--- src/rtl/evt_hier_pkg.sv ---
package evt_hier_pkg;

    parameter int CAT_N  = 6;
    parameter int DET_W  = 8;
    parameter int ADDR_W = 8;
    parameter int DATA_W = 8;

    parameter logic [ADDR_W-1:0] DET_BASE = 8'h10;
    parameter logic [ADDR_W-1:0] GLB_ADDR = 8'h1A;

    localparam int TMO_BIT    = DATA_W - 1;
    localparam int UNUSED_BIT = DATA_W - 2;

    typedef struct packed {
        logic              wr;
        logic [ADDR_W-1:0] addr;
        logic [DATA_W-1:0] data;
    } bus_req_t;

endpackage

--- src/rtl/evt_detail_reg.sv ---
module evt_detail_reg #(
    parameter int W = 8
) (
    input  logic         clk_i,
    input  logic         rst_ni,
    input  logic [W-1:0] evt_i,
    input  logic [W-1:0] clr_i,
    output logic [W-1:0] flags_o,
    output logic         rise_o
);

    typedef struct packed {
        logic [W-1:0] flags;
    } det_state_t;

    det_state_t st_d, st_q;

    always_comb begin
        st_d       = st_q;
        st_d.flags = (st_q.flags & ~clr_i) | evt_i;
    end

    always_ff @(posedge clk_i or negedge rst_ni) begin
        if (!rst_ni) st_q <= '0;
        else         st_q <= st_d;
    end

    assign flags_o = st_q.flags;
    assign rise_o  = |(evt_i & ~st_q.flags);

    AST_DET_CAPTURE: assert property (@(posedge clk_i) disable iff (!rst_ni)
        (evt_i != '0) |=> ((flags_o & $past(evt_i)) == $past(evt_i)));
    AST_DET_HOLD: assert property (@(posedge clk_i) disable iff (!rst_ni)
        (clr_i == '0) |=> ((flags_o & $past(flags_o)) == $past(flags_o)));

endmodule

--- src/rtl/evt_global_reg.sv ---
module evt_global_reg #(
    parameter int N = 6
) (
    input  logic         clk_i,
    input  logic         rst_ni,
    input  logic [N-1:0] rise_i,
    input  logic [N-1:0] clr_i,
    input  logic         tmo_evt_i,
    output logic [N-1:0] cat_o,
    output logic         tmo_o
);

    typedef struct packed {
        logic [N-1:0] cat;
        logic         tmo;
    } glb_state_t;

    glb_state_t st_d, st_q;

    always_comb begin
        st_d     = st_q;
        st_d.cat = (st_q.cat & ~clr_i) | rise_i;
        st_d.tmo = tmo_evt_i | (st_q.tmo & (|st_d.cat));
    end

    always_ff @(posedge clk_i or negedge rst_ni) begin
        if (!rst_ni) st_q <= '0;
        else         st_q <= st_d;
    end

    assign cat_o = st_q.cat;
    assign tmo_o = st_q.tmo;

    AST_GLB_ON_RISE: assert property (@(posedge clk_i) disable iff (!rst_ni)
        (rise_i != '0) |=> ((cat_o & $past(rise_i)) == $past(rise_i)));
    AST_GLB_NO_LEVEL_SET: assert property (@(posedge clk_i) disable iff (!rst_ni)
        1'b1 |=> ((cat_o & ~$past(cat_o) & ~$past(rise_i)) == '0));
    AST_TMO_SELF_CLEAR: assert property (@(posedge clk_i) disable iff (!rst_ni)
        ((cat_o == '0) && !$past(tmo_evt_i)) |-> !tmo_o);

endmodule

--- src/rtl/evt_bus_dec.sv ---
module evt_bus_dec
    import evt_hier_pkg::*;
#(
    parameter int N  = CAT_N,
    parameter int DW = DET_W
) (
    input  logic            clk_i,
    input  logic            rst_ni,
    input  bus_req_t        req_i,
    input  logic [N*DW-1:0] det_flags_i,
    input  logic [N-1:0]    glb_cat_i,
    input  logic            glb_tmo_i,
    output logic [N*DW-1:0] det_clr_o,
    output logic [N-1:0]    glb_clr_o,
    output logic [DW-1:0]   rdata_o
);

    logic [N-1:0] det_hit;
    logic         glb_hit;

    assign glb_hit   = (req_i.addr == GLB_ADDR);
    assign glb_clr_o = (req_i.wr && glb_hit) ? req_i.data[N-1:0] : '0;

    for (genvar c = 0; c < N; c++) begin : g_hit
        localparam logic [ADDR_W-1:0] ADR_C = DET_BASE + ADDR_W'(c);
        assign det_hit[c] = (req_i.addr == ADR_C);
        assign det_clr_o[c*DW +: DW] = (req_i.wr && det_hit[c]) ? req_i.data : '0;
    end

    always_comb begin
        rdata_o = '0;
        if (glb_hit) begin
            rdata_o[N-1:0]   = glb_cat_i;
            rdata_o[DW-1]    = glb_tmo_i;
        end
        for (int c = 0; c < N; c++) begin
            if (det_hit[c]) rdata_o = det_flags_i[c*DW +: DW];
        end
    end

    AST_DEC_ONEHOT: assert property (@(posedge clk_i) disable iff (!rst_ni)
        $onehot0({det_hit, glb_hit}));

endmodule

--- src/rtl/evt_status_hier.sv ---
module evt_status_hier
    import evt_hier_pkg::*;
(
    input  logic                   clk_i,
    input  logic                   rst_ni,
    input  logic [CAT_N*DET_W-1:0] evt_i,
    input  logic                   tmo_evt_i,
    input  logic                   bus_sel_i,
    input  logic                   bus_we_i,
    input  logic [ADDR_W-1:0]      bus_addr_i,
    input  logic [DATA_W-1:0]      bus_wdata_i,
    output logic [DATA_W-1:0]      bus_rdata_o,
    output logic                   irq_o
);

    bus_req_t                 req;
    logic [CAT_N*DET_W-1:0]   det_flags;
    logic [CAT_N*DET_W-1:0]   det_clr;
    logic [CAT_N-1:0]         rise;
    logic [CAT_N-1:0]         glb_clr;
    logic [CAT_N-1:0]         glb_cat;
    logic                     glb_tmo;

    assign req.wr   = bus_sel_i & bus_we_i;
    assign req.addr = bus_addr_i;
    assign req.data = bus_wdata_i;

    for (genvar c = 0; c < CAT_N; c++) begin : g_cat
        evt_detail_reg #(.W(DET_W)) u_det (
            .clk_i   (clk_i),
            .rst_ni  (rst_ni),
            .evt_i   (evt_i[c*DET_W +: DET_W]),
            .clr_i   (det_clr[c*DET_W +: DET_W]),
            .flags_o (det_flags[c*DET_W +: DET_W]),
            .rise_o  (rise[c])
        );
    end

    evt_global_reg #(.N(CAT_N)) u_glb (
        .clk_i     (clk_i),
        .rst_ni    (rst_ni),
        .rise_i    (rise),
        .clr_i     (glb_clr),
        .tmo_evt_i (tmo_evt_i),
        .cat_o     (glb_cat),
        .tmo_o     (glb_tmo)
    );

    evt_bus_dec #(.N(CAT_N), .DW(DET_W)) u_dec (
        .clk_i       (clk_i),
        .rst_ni      (rst_ni),
        .req_i       (req),
        .det_flags_i (det_flags),
        .glb_cat_i   (glb_cat),
        .glb_tmo_i   (glb_tmo),
        .det_clr_o   (det_clr),
        .glb_clr_o   (glb_clr),
        .rdata_o     (bus_rdata_o)
    );

    assign irq_o = glb_tmo | (|glb_cat);

    AST_UNUSED_ZERO: assert property (@(posedge clk_i) disable iff (!rst_ni)
        (bus_addr_i == GLB_ADDR) |-> (bus_rdata_o[UNUSED_BIT] == 1'b0));
    AST_IRQ_WITH_FLAG: assert property (@(posedge clk_i) disable iff (!rst_ni)
        ((bus_addr_i == GLB_ADDR) && (bus_rdata_o != '0)) |-> irq_o);

endmodule

--- config.mk ---
export PLATFORM = sky130hd
export DESIGN_NAME = evt_status_hier
export DESIGN_NICKNAME = d
export VERILOG_FILES = /design/src/rtl/evt_hier_pkg.sv /design/src/rtl/evt_detail_reg.sv /design/src/rtl/evt_global_reg.sv /design/src/rtl/evt_bus_dec.sv /design/src/rtl/evt_status_hier.sv
export SDC_FILE = /design/constraint.sdc
export NUM_CORES = 1
export LEC_CHECK = 0
export BUFFER_PORTS_ARGS = -buffer_cell sky130_fd_sc_hd__buf_4
export CAP_MARGIN = 20
export CORE_UTILIZATION = 57
export DETAILED_ROUTE_END_ITERATION = 12
export PLACE_DENSITY_LB_ADDON = 0.3
export SYNTH_ARGS = -nofsm -noshare
export SYNTH_HDL_FRONTEND = slang
export SYNTH_HIERARCHICAL = 1
export SYNTH_SLANG_ARGS = --single-unit
--- constraint.sdc ---
create_clock -name clk_i -period 4.1 [get_ports clk_i]
set_input_delay 0.41 -clock clk_i [delete_from_list [all_inputs] [get_ports clk_i]]
set_output_delay 0.41 -clock clk_i [all_outputs]
set_load 0.01 [all_outputs]
==> key figures <==
Status
  • Status: complete, no violations

Synthesis
  • Cell variety after synth: 45
  • FF+latch count, synth: 55
  • Net Count, Synth: approximately 470
  • Share of Yosys cell area claimed by the top area cell type: 40.26%
  • Post-synth EDFFs: 0
  • Sequential-to-total area share from yosys stat: 40.26%
  • Yosys top cell by area: dfrtp_1
  • Yosys warning total: 6
  • Top_reg_cell synth: dfrtp_1
  • Mapped Avg Cell Area: 8.440 um2
  • Post-synth ARST share: 100.0%
  • Post-Syn Instances: 405
  • Post-Syn Area: approximately 3400 um2
  • Area contributors post-synth: dfrtp_1, and2_1, inv_1

STA
  • Final Cycle Share: 63.84%
  • Final hold violation count: 0
  • RSZ-0062 raised after global routing: false
  • Worst-margin pin slew: roughly 0.74 ns
  • Setup TNS Final: 0 ns
  • Fmax: 382.1 MHz
  • Min Tclk post-route: ~2.6 ns
  • Rel. slew slack: 50.00%
  • Final setup viols: 0
  • Fin. max-slew vios: 0
  • Final hold slack: about 0.15 ns
  • Clock skew: around 0.0059 ns

Drt
  • Pre-antenna DRT Iters: 6
  • Drt wl/cell: 17.03 um
  • Vias: 3161
  • Post-Route WL: roughly 9.4 mm
  • DRT iter0 DRCs: 346
  • Remaining DRCs: 0
  • Vias per Instance: around 5.7
  • Detail Route Antenna Nets: 0

Die
  • Die Height: roughly 80 um
  • Die width: 79.44 um
  • Starting Density: approximately three fifths
  • Full die area: 6311 um2
  • Row count: 27
  • Core ar.: 5642 um2
  • I/O Pins: 78

Worst setup path
  • Buffers & Inverters on Critical Path: 2
  • CP endpoint kind: primary output
  • Top delay family on crit path: simple AND/OR/NAND/NOR gates
  • Critical Path Most Common Cell: buf_4
  • Arr. time, crit path: 2.21 ns
  • Crit. Startpoint: bus_addr_i[5]
  • Reg2Reg Launch Point: g_cat[4].u_det/flags_o[1]
  • Cells on worst reg2reg path: 4
  • Setup crit start kind: input port
  • Critical path class: input port to primary output
  • Worst Path Max Fanout: 11
  • Worst path cell trace: buf_4, or4b_4, nor2_1, o311ai_0, a32o_1, buf_4
  • Reg2Reg Setup Slack: 2.26 ns
  • Slowest stage delay, CP: 0.55 ns
  • Slowest cell on the critical path: or4b_4
  • Crit path required time: 3.69 ns
  • Critical path depth: 6

Finish
  • Most frequent cells in the layout: inv_1, buf_4, and2_1, dfrtp_1, o21ai_1
  • Fin nets: 550
  • Share of cells above drive strength 1: a little under a quarter
  • Layout Cells excl Fill: 554
  • Area Overhead vs Synth: 20.97%
  • Number of antenna diodes: 0
  • Final core occ: 73.30%
  • Most common cell after layout, fill and taps aside: inv_1
  • FILL cells: ~430

Clocking
  • CTS tree: yes
  • H-tree levels: 2
  • Clock sink total: 55
  • Num CTS Buffers: 5
  • Post-CTS Hold Buffers: 0
  • CTS Buffer Depth: 2
  • Post-CTS setup buffers: 0
  • Clk slew on worst S/H paths: 0.09 ns
  • Root Driver: clkbuf_8
  • Clk Latency, worst-skew pair: 0.31 ns
  • Post-CTS sizing: 0

Global routing
  • Largest net degree at the start of global routing: 56
  • Initial antenna violation count: 0
  • Vias in the first global route: between 3000 and 4000
  • GRT Total Usage: 31.57%
  • First-pass GRT wire length: 14.91 mm
  • GR Overflow Total: 0

Power
  • P per Cell Area: 245.5 nW/um2
  • Peak supply drop: 162.7 uV
  • Lkg Pwr: around 2.2 nW
  • Final Power: roughly 1 mW

Hold path
  • Class of the tightest hold or removal check: input port to asynchronous set/reset pin

Placement
  • Final HPWL DP: around 7.2 mm
  • Port bufs: 77
  • Post-Place Cells: between 500 and 600
  • Gp weighted congestion: 0.9560

Flow run
  • Max Cap Violations: 0
synthesized netlist by cell type (7+ instances only):
cell	n
inv_1	90
a22oi_1	7
nand2_1	8
and2_1	56
mux2i_1	12
o22ai_1	25
o21ai_0	8
dfrtp_1	55
nor2_1	11
inv_2	12
o21ai_1	48
metrics by stage:
stage,worst slack (ns),cell area (um2)
6_report,1.483,4135
4_1_cts,1.501,4135
2_1_floorplan,1.788,3418
5_1_grt,1.408,4135
3_3_place_gp,1.454,4035
3_5_place_dp,1.465,4035
final timing paths:
path / end
max in group asynchronous: g_cat[3].u_det/flags_o[4]
min in group clk_i: g_cat[0].u_det/flags_o[7]
worst min-delay path: g_cat[0].u_det/flags_o[4]
worst max register to register: u_glb/tmo_o
worst min register to register: g_cat[2].u_det/flags_o[4]
worst max-delay path: bus_rdata_o[0]
report_power, final:
| group | internal, mW | total, mW | switching, mW |
|---|---|---|---|
| Sequential | 0.544 | 0.546 | 0.00245 |
| Clock | 0.155 | 0.330 | 0.175 |
| Combinational | 0.0648 | 0.139 | 0.0740 |
flip-flops by register name, indices dropped and copies added (netlist names):
| name | cells |
|---|---|
| g_cat.u_det/flags_o | 48 |
| u_glb/cat_o | 6 |
| u_glb/tmo_o | 1 |
area by class of cell:
| cell class | instances | area (um2) | share of cell area, % |
|---|---|---|---|
| inverters | 104 | 390.4 | 9.440 |
| clock buffers | 8 | 100.1 | 2.421 |
| well taps | 72 | 90.09 | 2.179 |
| repair buffers | 77 | 578.1 | 13.98 |
| flip-flops and latches | 55 | 1376 | 33.28 |
| multi-input cells | 238 | 1600 | 38.70 |
logic make-up after synthesis:
group | count (synthesis) | share of synthesized area [%]
buf+inv | 112 | 12.92
mux | 16 | 5.161
flops | 55 | 40.26
simple gates | 105 | 20.35
compound gates | 117 | 21.30
routing by layer:
metal,up-vias,track usage [%],part of all wire (%)
li1,1486,-,-
met1,1482,41.26,40
met2,160,53.68,50
met3,33,4.457,8.1
met4,0,10.18,2.6
met5,-,0,0
(Power assumes the default switching activity.)
